$ cat src/rtl/msi_agg_pkg.sv
package msi_agg_pkg;
  localparam int unsigned OFS_DOORBELL   = 32'h054;
  localparam int unsigned OFS_ACK        = 32'h050;
  localparam int unsigned OFS_BANK_BASE  = 32'h104;
  localparam int unsigned BANK_STRIDE    = 16;
  localparam int unsigned DELTA_STATUS   = 0;
  localparam int unsigned DELTA_EN_SET   = 4;
  localparam int unsigned DELTA_EN_CLR   = 8;
  localparam int unsigned ACK_BANK_CODE0 = 4;

  // vector number that lives in bank g at bit b
  function automatic int unsigned vector_of(int unsigned g, int unsigned b,
                                            int unsigned nbanks);
    return b * nbanks + g;
  endfunction

  // register offset of one of the three per-bank registers
  function automatic int unsigned bank_reg(int unsigned g, int unsigned delta);
    return OFS_BANK_BASE + g * BANK_STRIDE + delta;
  endfunction

  // acknowledge code that re-arms bank g
  function automatic int unsigned ack_code(int unsigned g);
    return g + ACK_BANK_CODE0;
  endfunction
endpackage

$ cat src/rtl/msi_agg_doorbell.sv
module msi_agg_doorbell
  import msi_agg_pkg::*;
#(
  parameter int unsigned NUM_BANKS     = 8,
  parameter int unsigned BITS_PER_BANK = 4,
  parameter int unsigned ADDR_W        = 12,
  parameter int unsigned DATA_W        = 32
) (
  input  logic                                      msi_wr_i,
  input  logic [ADDR_W-1:0]                         msi_addr_i,
  input  logic [DATA_W-1:0]                         msi_data_i,
  output logic [NUM_BANKS-1:0][BITS_PER_BANK-1:0]   set_o
);
  localparam int unsigned NUM_VEC = NUM_BANKS * BITS_PER_BANK;

  logic door_hit;
  assign door_hit = msi_wr_i && (msi_addr_i == ADDR_W'(OFS_DOORBELL));

  for (genvar g = 0; g < NUM_BANKS; g++) begin : g_bank
    for (genvar b = 0; b < BITS_PER_BANK; b++) begin : g_bit
      assign set_o[g][b] = door_hit &&
                           (msi_data_i == DATA_W'(vector_of(g, b, NUM_BANKS)));
    end
  end

  always_comb begin
    AST_ONE_VECTOR_PER_WRITE: assert ($onehot0(set_o)) else $error("doorbell set more than one bit");
    AST_OUT_OF_RANGE_DROPPED: assert (!(door_hit && msi_data_i >= DATA_W'(NUM_VEC)) || set_o == '0)
      else $error("out of range vector set a bit");
  end
endmodule

$ cat src/rtl/msi_agg_regdec.sv
module msi_agg_regdec
  import msi_agg_pkg::*;
#(
  parameter int unsigned NUM_BANKS     = 8,
  parameter int unsigned BITS_PER_BANK = 4,
  parameter int unsigned ADDR_W        = 12,
  parameter int unsigned DATA_W        = 32
) (
  input  logic                                      cpu_wr_i,
  input  logic [ADDR_W-1:0]                         cpu_addr_i,
  input  logic [DATA_W-1:0]                         cpu_wdata_i,
  output logic [NUM_BANKS-1:0][BITS_PER_BANK-1:0]   sts_clr_o,
  output logic [NUM_BANKS-1:0][BITS_PER_BANK-1:0]   en_set_o,
  output logic [NUM_BANKS-1:0][BITS_PER_BANK-1:0]   en_clr_o,
  output logic [NUM_BANKS-1:0]                      ack_o
);
  logic ack_hit;
  assign ack_hit = cpu_wr_i && (cpu_addr_i == ADDR_W'(OFS_ACK));

  for (genvar g = 0; g < NUM_BANKS; g++) begin : g_bank
    logic hit_sts, hit_set, hit_clr;
    assign hit_sts = cpu_wr_i && (cpu_addr_i == ADDR_W'(bank_reg(g, DELTA_STATUS)));
    assign hit_set = cpu_wr_i && (cpu_addr_i == ADDR_W'(bank_reg(g, DELTA_EN_SET)));
    assign hit_clr = cpu_wr_i && (cpu_addr_i == ADDR_W'(bank_reg(g, DELTA_EN_CLR)));
    assign sts_clr_o[g] = hit_sts ? cpu_wdata_i[BITS_PER_BANK-1:0] : '0;
    assign en_set_o[g]  = hit_set ? cpu_wdata_i[BITS_PER_BANK-1:0] : '0;
    assign en_clr_o[g]  = hit_clr ? cpu_wdata_i[BITS_PER_BANK-1:0] : '0;
    assign ack_o[g]     = ack_hit && (cpu_wdata_i == DATA_W'(ack_code(g)));
  end

  always_comb begin
    AST_ACK_SINGLE_BANK: assert ($onehot0(ack_o)) else $error("ack hit several banks");
  end
endmodule

$ cat src/rtl/msi_agg_bank.sv
module msi_agg_bank #(
  parameter int unsigned BITS_PER_BANK = 4
) (
  input  logic                     clk,
  input  logic                     rst_n,
  input  logic [BITS_PER_BANK-1:0] set_i,
  input  logic [BITS_PER_BANK-1:0] sts_clr_i,
  input  logic [BITS_PER_BANK-1:0] en_set_i,
  input  logic [BITS_PER_BANK-1:0] en_clr_i,
  input  logic                     ack_i,
  output logic [BITS_PER_BANK-1:0] status_o,
  output logic [BITS_PER_BANK-1:0] enable_o,
  output logic                     irq_o
);
  logic [BITS_PER_BANK-1:0] status_q, enable_q;
  logic                     armed_q;
  logic                     live_pending;

  assign live_pending = |(status_q & enable_q);
  assign irq_o        = armed_q && live_pending;
  assign status_o     = status_q;
  assign enable_o     = enable_q;

  always_ff @(posedge clk) begin
    if (!rst_n) begin
      status_q <= '0;
      enable_q <= '0;
      armed_q  <= 1'b1;
    end else begin
      status_q <= (status_q & ~sts_clr_i) | set_i;
      enable_q <= (enable_q & ~en_clr_i) | en_set_i;
      if (ack_i)      armed_q <= 1'b1;
      else if (irq_o) armed_q <= 1'b0;
    end
  end

  AST_SET_WINS: assert property (@(posedge clk) disable iff (!rst_n)
    (|set_i) |=> ((status_q & $past(set_i)) == $past(set_i)));
  AST_CLEAR_TAKES: assert property (@(posedge clk) disable iff (!rst_n)
    (|(sts_clr_i & ~set_i)) |=> ((status_q & $past(sts_clr_i & ~set_i)) == '0));
  AST_ENABLE_SET: assert property (@(posedge clk) disable iff (!rst_n)
    (|en_set_i) |=> ((enable_q & $past(en_set_i)) == $past(en_set_i)));
  AST_IRQ_ONE_CYCLE: assert property (@(posedge clk) disable iff (!rst_n)
    (irq_o && !ack_i) |=> !irq_o);
  AST_ACK_REARMS: assert property (@(posedge clk) disable iff (!rst_n)
    ack_i |=> armed_q);
endmodule

$ cat src/rtl/msi_vector_aggregator.sv
module msi_vector_aggregator
  import msi_agg_pkg::*;
#(
  parameter int unsigned NUM_BANKS     = 8,
  parameter int unsigned BITS_PER_BANK = 4,
  parameter int unsigned ADDR_W        = 12,
  parameter int unsigned DATA_W        = 32
) (
  input  logic                 clk,
  input  logic                 rst_n,
  input  logic                 msi_wr_i,
  input  logic [ADDR_W-1:0]    msi_addr_i,
  input  logic [DATA_W-1:0]    msi_data_i,
  input  logic                 cpu_wr_i,
  input  logic [ADDR_W-1:0]    cpu_addr_i,
  input  logic [DATA_W-1:0]    cpu_wdata_i,
  input  logic [ADDR_W-1:0]    cpu_rd_addr_i,
  output logic [DATA_W-1:0]    cpu_rdata_o,
  output logic [NUM_BANKS-1:0] irq_o
);
  logic [NUM_BANKS-1:0][BITS_PER_BANK-1:0] door_set, sts_clr, en_set, en_clr;
  logic [NUM_BANKS-1:0][BITS_PER_BANK-1:0] status, enable;
  logic [NUM_BANKS-1:0]                    ack;

  msi_agg_doorbell #(
    .NUM_BANKS(NUM_BANKS), .BITS_PER_BANK(BITS_PER_BANK),
    .ADDR_W(ADDR_W), .DATA_W(DATA_W)
  ) u_doorbell (
    .msi_wr_i   (msi_wr_i),
    .msi_addr_i (msi_addr_i),
    .msi_data_i (msi_data_i),
    .set_o      (door_set)
  );

  msi_agg_regdec #(
    .NUM_BANKS(NUM_BANKS), .BITS_PER_BANK(BITS_PER_BANK),
    .ADDR_W(ADDR_W), .DATA_W(DATA_W)
  ) u_regdec (
    .cpu_wr_i    (cpu_wr_i),
    .cpu_addr_i  (cpu_addr_i),
    .cpu_wdata_i (cpu_wdata_i),
    .sts_clr_o   (sts_clr),
    .en_set_o    (en_set),
    .en_clr_o    (en_clr),
    .ack_o       (ack)
  );

  for (genvar g = 0; g < NUM_BANKS; g++) begin : g_bank
    msi_agg_bank #(.BITS_PER_BANK(BITS_PER_BANK)) u_bank (
      .clk       (clk),
      .rst_n     (rst_n),
      .set_i     (door_set[g]),
      .sts_clr_i (sts_clr[g]),
      .en_set_i  (en_set[g]),
      .en_clr_i  (en_clr[g]),
      .ack_i     (ack[g]),
      .status_o  (status[g]),
      .enable_o  (enable[g]),
      .irq_o     (irq_o[g])
    );
  end

  always_comb begin
    cpu_rdata_o = '0;
    for (int g = 0; g < int'(NUM_BANKS); g++) begin
      if (cpu_rd_addr_i == ADDR_W'(bank_reg(g, DELTA_STATUS)))
        cpu_rdata_o = DATA_W'(status[g]);
      if (cpu_rd_addr_i == ADDR_W'(bank_reg(g, DELTA_EN_SET)) ||
          cpu_rd_addr_i == ADDR_W'(bank_reg(g, DELTA_EN_CLR)))
        cpu_rdata_o = DATA_W'(enable[g]);
    end
  end

  AST_LINES_QUIET_IN_RESET: assert property (@(posedge clk)
    !rst_n |=> (irq_o == '0));
endmodule

$ cat config.mk
export PLATFORM = sky130hd
export DESIGN_NAME = msi_vector_aggregator
export DESIGN_NICKNAME = d
export VERILOG_FILES = /design/src/rtl/msi_agg_pkg.sv /design/src/rtl/msi_agg_doorbell.sv /design/src/rtl/msi_agg_regdec.sv /design/src/rtl/msi_agg_bank.sv /design/src/rtl/msi_vector_aggregator.sv
export SDC_FILE = /design/constraint.sdc
export NUM_CORES = 1
export LEC_CHECK = 0
export CORE_MARGIN = 2
export CORE_UTILIZATION = 50
export DETAILED_ROUTE_END_ITERATION = 10
export DONT_BUFFER_PORTS = 1
export PLACE_DENSITY = 0.63
export SLEW_MARGIN = 20
export SYNTH_ARGS = -nofsm -noshare
export SYNTH_HDL_FRONTEND = slang
export SYNTH_HIERARCHICAL = 1
export SYNTH_SLANG_ARGS = --single-unit
$ cat constraint.sdc
create_clock -name clk -period 2.2 [get_ports clk]
set_input_delay 0.11 -clock clk [delete_from_list [all_inputs] [get_ports clk]]
set_output_delay 0.11 -clock clk [all_outputs]
set_load 0.01 [all_outputs]
# After elaboration in Yosys (flattened, before gate mapping)
# Index checks and enable logic that the tools add are counted.
# totals
reg_bits,72
inputBits,104
output_inout_bits,40
elab_cells,309
# classes
eq_ne,89
muxes,40
bitwise,57
n_reduce_logical,99
# ops
operator,count
"== test 12 x 9 -> 1 bit, second input constant",48
"== test 32 x 5 -> 1 bit, second input constant",16
2-to-1 mux 32 bit,15
"== test 32 x 4 -> 1 bit, second input constant",12
"== test 32 x 3 -> 1 bit, second input constant",8
2-to-1 mux 4 bit,25
AND 4 bit,24
logical AND 1 bit,74
"== test 32 x 2 -> 1 bit, second input constant",2
inverter 4 bit,16
OR 4 bit,16
"== test 32 x 1 -> 1 bit, second input constant",1
logical NOT 32 bit,1
OR reduction 4 bit,8
"== test 12 x 7 -> 1 bit, second input constant",2
OR reduction 2 bit,8
logical OR 1 bit,8
inverter 1 bit,1

# Depth between registers and ports, before layout
# Gate-level depths: netlist of run 1.
# depth
ltp_word,17
ltp_mapped,9
mapped_depth_nobuf,6

# Hierarchy
# Netlist of run 1, hierarchy kept.
# modules_own_cells
mod,instances,cells_per_inst,area_per_inst_um2
msi_agg_bank,8,31,334.1
msi_vector_aggregator,1,166,1224.9
msi_agg_regdec,1,195,1091.0
msi_agg_doorbell,1,69,514.2

# Worst setup path before layout of run 1
# Ideal clock, no wire load.
# synth_timing
path_type,register -> output
from,reg g_bank[0].u_bank.enable_q[1]
to,out cpu_rdata_o[1]
t_arrival_ps,1380
required_ps,2090
path_slack_ps,710
path_stages_with_launch,7
path_cell_list,dfxtp_1 > mux2_4 > a221oi_1 > a21oi_1 > a41o_1 > a221oi_2 > o21ai_1
# synth_between
elab_chain_cells,15
# synth_rtl
item,line_no,rtl
from (decl),msi_agg_bank.sv:15,"logic [BITS_PER_BANK-1:0] status_q, enable_q;"
from (signal assigned),msi_agg_bank.sv:31,enable_q <= (enable_q & ~en_clr_i) | en_set_i;
2-to-1 mux 32 bit,msi_vector_aggregator.sv:68,"if (cpu_rd_addr_i == ADDR_W'(bank_reg(g, DELTA_EN_SET)) ||"
2-to-1 mux 32 bit,msi_vector_aggregator.sv:66,"if (cpu_rd_addr_i == ADDR_W'(bank_reg(g, DELTA_STATUS)))"
2-to-1 mux 32 bit,msi_vector_aggregator.sv:68,
2-to-1 mux 32 bit,msi_vector_aggregator.sv:66,
2-to-1 mux 32 bit,msi_vector_aggregator.sv:68,
2-to-1 mux 32 bit,msi_vector_aggregator.sv:66,
2-to-1 mux 32 bit,msi_vector_aggregator.sv:68,
2-to-1 mux 32 bit,msi_vector_aggregator.sv:66,
2-to-1 mux 32 bit,msi_vector_aggregator.sv:68,
2-to-1 mux 32 bit,msi_vector_aggregator.sv:66,
2-to-1 mux 32 bit,msi_vector_aggregator.sv:68,
2-to-1 mux 32 bit,msi_vector_aggregator.sv:66,
2-to-1 mux 32 bit,msi_vector_aggregator.sv:68,
2-to-1 mux 32 bit,msi_vector_aggregator.sv:66,
2-to-1 mux 32 bit,msi_vector_aggregator.sv:68,
to (decl),msi_vector_aggregator.sv:18,"output logic [DATA_W-1:0] cpu_rdata_o,"
# Every way passes these cells.

# Worst setup path in the final report of run 1
# layout_timing
from,reg g_bank[0].u_bank.status_q[0]
to,out cpu_rdata_o[0]
# layout_between
elab_chain_cells,16
# layout_rtl
item,line_no,rtl
from (decl),msi_agg_bank.sv:15,
from (signal assigned),msi_agg_bank.sv:30,status_q <= (status_q & ~sts_clr_i) | set_i;
2-to-1 mux 4 bit,msi_vector_aggregator.sv:66,
2-to-1 mux 32 bit,msi_vector_aggregator.sv:68,
2-to-1 mux 32 bit,msi_vector_aggregator.sv:66,
2-to-1 mux 32 bit,msi_vector_aggregator.sv:68,
2-to-1 mux 32 bit,msi_vector_aggregator.sv:66,
2-to-1 mux 32 bit,msi_vector_aggregator.sv:68,
2-to-1 mux 32 bit,msi_vector_aggregator.sv:66,
2-to-1 mux 32 bit,msi_vector_aggregator.sv:68,
2-to-1 mux 32 bit,msi_vector_aggregator.sv:66,
2-to-1 mux 32 bit,msi_vector_aggregator.sv:68,
2-to-1 mux 32 bit,msi_vector_aggregator.sv:66,
2-to-1 mux 32 bit,msi_vector_aggregator.sv:68,
2-to-1 mux 32 bit,msi_vector_aggregator.sv:66,
2-to-1 mux 32 bit,msi_vector_aggregator.sv:68,
2-to-1 mux 32 bit,msi_vector_aggregator.sv:66,
2-to-1 mux 32 bit,msi_vector_aggregator.sv:68,
# Every way passes these cells.

==> results.py, run 1 <==
metrics = {
    "floorplan": {
        "pin_count": 144,
        "die_w_microns": 108.9,
        "die_height_microns": 108.9,
        "fp.coreArea_sq_um": 10790,
        "rows": 38,
        "start_util": 0.5099,
        "die_area_sq_um": 11860,
    },
    "yosys": {
        "synth_edf_count": 0,
        "syn-cell-area_sq_um": 5503,
        "netlist_instances": 678,
        "synth-xor-area-share": 0.001592,
        "synth-simple-area-share": 0.3979,
        "ys_types": 79,
        "synth-compound-area-share": 0.2110,
        "ys_seq_area_frac": 0.2619,
        "synth_seq_cells": 72,
        "synth_top_area_cell": "dfxtp_1",
        "yosys.area.top_type_share": 0.2619,
        "synth_top_family_by_area": "simple AND/OR/NAND/NOR gates",
        "async_reset_ff_frac": 0,
        "synthTopCellsByArea": "dfxtp_1 (26%), o21a_1 (8.7%), nor2b_1 (8.0%)",
        "syn-mean-instance-area_sq_um": 8.116,
        "yosys_warnings": 6,
        "yosys.area_share.adder": 0,
        "synthMuxAreaShare": 0.01796,
        "synthFlopType": "dfxtp_1",
    },
    "cells_and_area": {
        "drive_gt1_frac": 0.09878,
        "area_delta_synth_final_pct": 0.7277,
        "final_util": 0.5136,
        "nets": 758,
        "antenna_cells": 0,
    },
    "critical_path": {
        "crit_type": "reg -> out",
        "r2r_setup_slack_ps": 1120,
        "start_kind": "register",
        "worst_ep_arrival_time_ps": 1950,
        "slowest_delay_ps": 330,
        "endpoint_kind": "primary output",
        "worstPathMaxFanout": 3,
        "cpMaxStageDelayCell": "dfxtp_1",
        "crit_family": "compound AO/OA/AOI/OAI gates",
        "worst_ep_required_time_ps": 2090,
        "crit_chain": "mux2_2, a32o_1, a21oi_1, o22ai_1, a221oi_2, o32ai_2",
        "crit_buf_inv": 0,
    },
    "routing": {
        "drc": 0,
        "detail-route-antenna-nets": 0,
        "wire_per_inst_microns": 22.05,
        "wirelength_microns": 17590,
        "vias_per_cell": 6.500,
        "firstDrtPassIters": 9,
        "vias": 5187,
        "drtIter0Drc": 718,
    },
    "placed_design": {
        "io_buffers": 0,
        "hpwl_microns": 13040,
        "gp_congestion": 0.9657,
    },
    "timing": {
        "hold_violations": 0,
        "rsz0062_at_grt": "no",
        "tightestPinTransition_ps": 670.1,
        "fin_crit_ps": 2064,
        "slew_headroom": 0.5491,
        "setup_viol": 0,
        "tns_ps": 0,
        "clock_skew_ps": 8.061,
        "fmax_mhz": 484.5,
        "maxSlewViolCount": 0,
        "finalCritPeriodShare": 0.9382,
    },
    "grt": {
        "overflow": 0,
        "grt_max_degree": 73,
        "grt_pass1_wl_microns": 26340,
        "grt_use_total": 0.2949,
        "grt_pass1_vias": 4592,
        "antenna_found_initial": 0,
    },
    "cts": {
        "cts.sinks": 72,
        "cts_tree": "yes",
        "clock_path_buffers": 2,
        "post-cts-setup-buffers": 0,
        "clk_pin_slew_ps": 70,
        "cts_root_buffer": "clkbuf_8",
        "cts_made_buffers": 9,
        "htree_levels": 3,
        "clock_latency_ps": 360,
    },
    "job": {
        "max-cap-violations": 0,
    },
    "hold_path": {
        "hold_path_class": "in -> reg",
    },
    "power_and_ir_drop": {
        "peakVddDrop_mv": 0.2743,
        "power_leakage_nw": 1.950,
        "p_per_area_nw_per_um2": 458.7,
    },
    "outcome": {
        "status": "finished clean",
    },
}
metal layers:
layer  vias up  global-route usage  part of all wire
met1      2455              0.4152              0.43
met5         -                   0                 0
met3        35             0.04603             0.090
met4         0              0.1071             0.031
met2       279              0.4543              0.45
li1       2418                   -                 -
per-stage QoR:
stage / hold slack [ps] / total power [mW] / instance area [sq um] / worst slack [ps] / instances
global route: 71.71 / 2.642 / 5543 / 17.01 / 798
finish: 57.83 / 2.543 / 5543 / 135.9 / 798
CTS: 41.12 / 2.561 / 5529 / 97.49 / 798
global placement: 236.6 / 1.500 / 5315 / 527.0 / 782
detailed placement: 238.4 / 1.501 / 5315 / 488.2 / 782
floorplan: 367.6 / 1.592 / 5604 / 710.4 / 705
tightest hold or removal path, cell delays in order:
cell and delay [ps]:
nand2_1 40, nor2_1 30, nor2b_1 100, o21a_1 110
state kept, by name, indices dropped and copies added (netlist names):
signal,flops
g_bank.u_bank/armed_q,8
g_bank.u_bank/status_o,32
g_bank.u_bank/enable_o,32
layout by cell type, fill, tap and decap left out, drive strengths merged, types with 22 or more instances in the layout:
| cell type | Yosys | final |
|---|---|---|
| dfxtp | 72 | 72 |
| nor2b | 70 | 70 |
| o21a | 64 | 64 |
| nor2 | 62 | 62 |
| nor4 | 52 | 52 |
| nor3 | 36 | 36 |
| conb | 1 | 28 |
| nand2 | 27 | 27 |
| a22oi | 24 | 24 |
| and3 | 22 | 22 |
layout make-up:
class	instances	area, sq um
well taps	140	175.2
clock buffers	11	141.4
fillers	1041	5250
inverters	18	67.56
flip-flops and latches	72	1441
multi-input cells	543	3577
clock inverters	4	45.04
repair buffers	10	95.09
synthesized netlist by cell type, drive strengths merged (2+ instances only):
library cell and n:
a311o 8, nor4bb 2, and2 5, nor3b 4, a211oi 3, buf 54
nand2b 7, a221oi 4, or3 3, a22oi 24, or3b 2, o21a 64
nand3 11, mux2 4, a21boi 8, nand2 27, nand3b 3, or4 3
o211ai 2, a2bb2oi 2, clkbuf 18, inv 18, a21oi 9, nor2b 70
nand4b 4, nor3 36, nor4b 7, o22ai 3, and3b 2, nor2 62
nor4 52, mux2i 5, o21ai 15, dfxtp 72, nand4 19, or4b 3
and3 22
power breakdown:
part           internal [mW]  switching, mW  total, mW  leakage, nW
combinational         0.0729          0.127      0.200         1.27
clock                  0.543          0.497       1.04       0.0989
sequential              1.30      0.0000589       1.30        0.580
cell families after synthesis:
family                    count (synthesis)
buffers and inverters                    90
xor gates and xnor gates                  1
other                                     1
DFF                                      72
and+or+nand+nor                         349
muxes                                     9
AOI/OAI and AO/OA                       156
worst paths after layout:
kind,startpoint,to,cells after the start
hold reg to reg,g_bank[2].u_bank/armed_q,g_bank[2].u_bank/armed_q,1
setup / recovery,g_bank[0].u_bank/status_o[0],cpu_rdata_o[0],6
hold / removal,cpu_addr_i[4],g_bank[1].u_bank/enable_o[3],4
setup reg to reg,g_bank[4].u_bank/status_o[0],g_bank[4].u_bank/armed_q,2
repair_timing:
item | in CTS | in global routing
hold buffers | 1 | 0
resized for setup | 0 | 2
endpoints found under the hold margin | 72 | 0
setup endpoints to repair | 0 | 1
Note: power is estimated with default switching activity, not from simulation.
==> run 2: changes to the inputs <==
--- a/config.mk
+++ b/config.mk
@@ -6,12 +6,11 @@
 export NUM_CORES = 1
 export LEC_CHECK = 0
 export CORE_MARGIN = 2
-export CORE_UTILIZATION = 50
+export CORE_UTILIZATION = 25
 export DETAILED_ROUTE_END_ITERATION = 10
 export DONT_BUFFER_PORTS = 1
-export PLACE_DENSITY = 0.63
+export PLACE_DENSITY = 0.36
 export SLEW_MARGIN = 20
 export SYNTH_ARGS = -nofsm -noshare
 export SYNTH_HDL_FRONTEND = slang
-export SYNTH_HIERARCHICAL = 1
 export SYNTH_SLANG_ARGS = --single-unit
==> run 2 against run 1 <==
Effect of this change: sequential cell count did not move; highest routed layer unchanged; first-iteration DRC count fell by 53%; area after synthesis fell by 17%; via count fell by 15%; sequential power barely moved; routed wire length fell by 5.4%; synthesized cell count fell by 15%; design area fell by 8.7%; die area rose by 64%; clock-buffer cell count rose by 1; power rose by 20%.
==> results.py, run 2 <==
metrics = {
    "floorplan": {
        "die_height_microns": 139.3,
        "die_w_microns": 139.3,
        "die_area_sq_um": 19400,
        "fp.coreArea_sq_um": 17960,
        "start_util": 0.2547,
        "pin_count": 144,
        "rows": 49,
    },
    "cells_and_area": {
        "final_cells": 794,
        "final_cell_mix": "o21ai_0 (71), dfxtp_1 (71), nand2_1 (58)",
        "final_util": 0.2817,
        "drive_gt1_frac": 0.08850,
        "area_delta_synth_final_pct": 10.58,
        "antenna_cells": 0,
        "design_area_sq_um": 5060,
        "nets": 664,
    },
    "critical_path": {
        "cp-startpoint": "g_bank[2].u_bank.enable_o[3]",
        "crit_type": "reg -> out",
        "worst_ep_required_time_ps": 2090,
        "endpoint_kind": "primary output",
        "start_kind": "register",
        "worst_ep_arrival_time_ps": 1950,
        "worstReg2RegStart": "g_bank[6].u_bank.status_o[3]",
        "worstPathMaxFanout": 3,
    },
    "routing": {
        "vias_per_cell": 5.557,
        "vias": 4412,
        "detail-route-antenna-nets": 0,
        "wirelength_microns": 16640,
        "top_layer_used": "met4",
        "met1_length_microns": 7552,
        "wl_met3_microns": 776,
        "wire_per_inst_microns": 20.96,
        "drtIter0Drc": 336,
        "firstDrtPassIters": 5,
        "dr_wl_met2_microns": 7907,
        "drc": 0,
    },
    "placed_design": {
        "io_buffers": 0,
        "pre_cts_ws_ps": 275.0,
        "hpwl_microns": 12620,
        "dp.cells": 773,
        "dpl_cell_area_sq_um": 4656,
        "gp_congestion": 0.8604,
    },
    "cts": {
        "clock_path_buffers": 2,
        "clock_latency_ps": 340,
        "cts_tree": "yes",
        "clk_pin_slew_ps": 60,
        "cts_made_buffers": 9,
        "htree_levels": 3,
        "cts_root_buffer": "clkbuf_16",
        "cts.sinks": 72,
    },
    "job": {
        "max-cap-violations": 0,
    },
    "power_and_ir_drop": {
        "power_leakage_nw": 1.682,
        "power.total_mw": 3.051,
        "peakVddDrop_mv": 0.3188,
        "p_per_area_nw_per_um2": 603.0,
    },
    "timing": {
        "hold-worst-slack_ps": 16.39,
        "maxSlewViolCount": 0,
        "hold_violations": 0,
        "fmax_mhz": 484.3,
        "tns_ps": 0,
        "rsz0062_at_grt": "yes",
        "slew_headroom": 0.3028,
        "tightestPinTransition_ps": 1042,
        "clock_skew_ps": 5.979,
        "fin_crit_ps": 2065,
        "finalCritPeriodShare": 0.9385,
        "fin_ws_ps": 135.3,
        "setup_viol": 0,
    },
    "yosys": {
        "yosys_warnings": 0,
        "synth_top_area_cell": "dfxtp_1",
        "async_reset_ff_frac": 0,
        "ys_types": 52,
        "synthTopCellsByArea": "dfxtp_1 (32%), o21ai_0 (7.8%), buf_4 (5.9%)",
        "synth_seq_cells": 72,
        "synthTopCellsByCount": "dfxtp_1 (72), o21ai_0 (71), nand2_1 (58)",
        "synthFlopType": "dfxtp_1",
        "yosysMostFrequentCell": "dfxtp_1",
        "ys_seq_area_frac": 0.3150,
        "syn-cell-area_sq_um": 4576,
        "syn-mean-instance-area_sq_um": 7.985,
        "netlist_instances": 573,
        "synth_edf_count": 0,
        "yosys.area.top_type_share": 0.3150,
    },
    "grt": {
        "grt_pass1_vias": 4023,
        "grt_use_total": 0.1695,
        "overflow": 0,
        "grt_pass1_wl_microns": 25140,
        "grt_max_degree": 73,
        "antenna_found_initial": 0,
    },
    "hold_path": {
        "min_from": "cpu_wdata_i[0]",
        "hold_path_class": "in -> reg",
    },
    "outcome": {
        "status": "finished clean",
    },
}
## run 2: cell count changes after synthesis, sizes merged, moves of 15 or more
cell,previous run,this run
o211ai,2,32
a21boi,8,40
nor3,36,8
nand2,27,62
and3,22,3
o21ai,15,71
o21a,64,0
nor2,62,11
or3,3,35
nor4,52,18
nor2b,70,13
a22oi,24,9
## run 2: where the power goes
group          internal [mW]  switching [mW]  total, mW  leakage (nW)
Sequential              1.30       0.0000562       1.30         0.580
Combinational         0.0774           0.130      0.207         0.949
Clock                  0.943           0.597       1.54         0.153
## run 2: area by class of cell
| type | instances | area [sq um] |
|---|---|---|
| clock buffer | 12 | 256.5 |
| clock inverter | 4 | 52.55 |
| fill | 1935 | 12900 |
| inverter | 7 | 26.28 |
| multi-input combinational | 446 | 2785 |
| sequential | 72 | 1443 |
| tap | 229 | 286.5 |
| timing repair buffer | 24 | 210.2 |
## run 2: routing by layer
metal	global-route usage	vias up
met4	0.05582	0
met1	0.2242	2170
li1	-	2076
met5	0	-
met2	0.2722	145
met3	0.04026	21
## run 2: logic make-up after synthesis
group,synth area share
buffers and inverters,0.1042
AO/OA/AOI/OAI,0.3060
multiplexers,0.03090
flip-flops,0.3150
AND/OR/NAND/NOR,0.2431
other,0.0008196
## run 2: critical path, stage by stage (launching register included)
cell       delay, ps
dfxtp_1          400
mux2i_1          100
a32oi_1          220
a2bb2oi_1        240
nor3_1            80
a2bb2oi_1        130
o32ai_1          280
buf_4            180
## run 2: path summary, 6_finish.rpt
path,to,slack (ps),cells past startpoint
min,g_bank[6].u_bank.armed_q,20,2
min reg2reg,g_bank[3].u_bank.armed_q,470,2
max reg2reg,g_bank[6].u_bank.armed_q,830,4
max,cpu_rdata_o[3],140,7
## run 2: what timing repair did
item / in CTS / in global routing
hold buffers: 5 / 0
setup buffers: 0 / 0
setup endpoints to repair: 1 / 2
pin swaps: 0 / 1
endpoints found under the hold margin: 72 / 0
gates resized for setup: 1 / 4
==> run 3: changes to the inputs <==
--- a/config.mk
+++ b/config.mk
@@ -9,6 +9,7 @@
 export CORE_UTILIZATION = 25
 export DETAILED_ROUTE_END_ITERATION = 10
 export DONT_BUFFER_PORTS = 1
+export HOLD_SLACK_MARGIN = 0.02
 export PLACE_DENSITY = 0.36
 export SLEW_MARGIN = 20
 export SYNTH_ARGS = -nofsm -noshare
==> run 3 against run 2 <==
Effect of this change: clock power is essentially flat; sequential cell count is the same; critical endpoint unchanged; routed wire length grew 0.25%; power shrank 0.10%; sequential share of layout area shrank 0.056 points; highest routed layer unchanged; hold slack gained 31 ps; first-iteration DRC count grew 0.30%; maximum frequency grew 0.21%; clock skew shrank 2.1 ps; sequential power is essentially flat.
==> results.py, run 3 (synthesis results as in run 2) <==
metrics = {
    "outcome": {
        "status": "finished clean",
    },
    "power_and_ir_drop": {
        "p_sw_mw": 0.7228,
        "pwr-share-seq": 0.428,
        "p_per_area_nw_per_um2": 601.2,
        "combPwrFrac": 0.068,
        "internal_power_mw": 2.325,
        "swShare": 0.2371,
        "power_leakage_nw": 1.686,
        "pwr-share-clk": 0.504,
        "peakVddDrop_mv": 0.3194,
    },
    "cts": {
        "cts_root_buffer": "clkbuf_16",
        "cts.sinks": 72,
        "clock_latency_ps": 340,
        "cts_tree": "yes",
        "clk_pin_slew_ps": 60,
        "htree_levels": 3,
        "clock_path_buffers": 2,
        "post-cts-setup-buffers": 0,
        "cts_made_buffers": 9,
    },
    "cells_and_area": {
        "nFillCells": 1934,
        "final_util": 0.2822,
        "antenna_cells": 0,
        "final_cells": 795,
        "drive_gt1_frac": 0.08834,
        "area_delta_synth_final_pct": 10.80,
        "nets": 665,
        "final_cell_mix": "o21ai_0 (71), dfxtp_1 (71), nand2_1 (58)",
    },
    "grt": {
        "grt_use_total": 0.1695,
        "overflow": 0,
        "antenna_found_initial": 0,
        "grt_pass1_vias": 4028,
        "grt_max_degree": 73,
        "grt_pass1_wl_microns": 25150,
    },
    "placed_design": {
        "hpwl_microns": 12620,
        "dp.cells": 773,
        "io_buffers": 0,
        "gp_congestion": 0.8604,
    },
    "job": {
        "max-cap-violations": 0,
    },
    "critical_path": {
        "crit_buf_inv": 1,
        "slowest_delay_ps": 390,
        "worst_ep_required_time_ps": 2090,
        "crit_chain": "mux2i_1, a32oi_1, a2bb2oi_1, nor3_1, a2bb2oi_1, o32ai_1, buf_4",
        "crit_family": "compound AO/OA/AOI/OAI gates",
        "cpMostUsedCell": "a2bb2oi_1",
        "endpoint_kind": "primary output",
        "start_kind": "register",
        "worst_ep_arrival_time_ps": 1950,
        "cpMaxStageDelayCell": "dfxtp_1",
        "crit_type": "reg -> out",
        "worstPathMaxFanout": 3,
    },
    "floorplan": {
        "rows": 49,
        "fp.coreArea_sq_um": 17960,
        "die_height_microns": 139.3,
        "die_area_sq_um": 19400,
        "start_util": 0.2547,
        "pin_count": 144,
        "die_w_microns": 139.3,
    },
    "timing": {
        "slew_headroom": 0.3374,
        "setup_viol": 0,
        "tightestPinTransition_ps": 990.6,
        "rsz0062_at_grt": "yes",
        "clock_skew_ps": 3.878,
        "fmax_mhz": 485.4,
        "hold_violations": 0,
        "maxSlewViolCount": 0,
        "finalCritPeriodShare": 0.9365,
        "fin_crit_ps": 2060,
    },
    "hold_path": {
        "hold_path_class": "in -> reg",
    },
    "routing": {
        "firstDrtPassIters": 4,
        "wirelength_microns": 16680,
        "vias": 4395,
        "wire_per_inst_microns": 20.98,
        "drc": 0,
        "drtIter0Drc": 337,
        "vias_per_cell": 5.528,
        "detail-route-antenna-nets": 0,
    },
}
==> run 3: final timing paths <==
path                                                    from                       end  slack (ps)  depth (start not counted)
worst max-delay path            g_bank[2].u_bank.enable_o[3]            cpu_rdata_o[3]         140                          7
worst min-delay path                          cpu_wdata_i[3]  g_bank[5].u_bank.armed_q          50                          2
worst max register to register  g_bank[6].u_bank.status_o[3]  g_bank[6].u_bank.armed_q         830                          4
worst min register to register      g_bank[3].u_bank.armed_q  g_bank[3].u_bank.armed_q         470                          2
==> run 3: metal layers <==
metal  vias to the layer above  part of all wire  global-route usage
met5                         -                 0                   0
met4                         0             0.025             0.05582
met3                        21             0.043             0.04026
met2                       131              0.48              0.2717
met1                      2167              0.46              0.2247
li1                       2076                 -                   -
==> run 3: final cells by class <==
type	count	area, sq um	share of cell area
tap	229	286.5	0.05652
multi-input combinational	446	2785	0.5494
clock inverter	4	52.55	0.01037
inverter	7	26.28	0.005183
sequential	72	1443	0.2846
clock buffer	12	256.5	0.05059
timing repair buffer	25	220.2	0.04344
==> run 3: power groups by stage <==
stage / clock network (mW) / registers, mW / logic, mW
floorplan: 0 / 1.33 / 0.208
global placement: 0 / 1.33 / 0.164
detailed placement: 0 / 1.33 / 0.164
CTS: 1.58 / 1.30 / 0.205
global route: 1.64 / 1.30 / 0.227
finish: 1.54 / 1.30 / 0.209
==> run 3: timing repair <==
action	CTS	global route
gates resized for setup	1	4
setup endpoints to repair	1	2
hold buffers	6	0
endpoints found under the hold margin	72	0
pin swaps	0	1
==> run 3: worst reg2reg max path, cell delays in order, from the launching register on <==
cell      delay (ps)
dfxtp_1          380
a22o_1           220
a221oi_1         430
a21boi_0         170
o21ai_0           90
==> run 3: per-stage QoR <==
stage               setup TNS, ps  total power, mW  area [sq um]  worst slack (ps)  hold slack [ps]
finish                          0            3.048          5070             139.8            47.32
detailed placement              0            1.496          4656             275.0            272.8
global route              -0.8531            3.165          5070           -0.8531            25.89
global placement                0            1.497          4656             283.8            268.9
floorplan                       0            1.541          4677             453.8            291.3
CTS                             0            3.088          5050             33.77            25.91
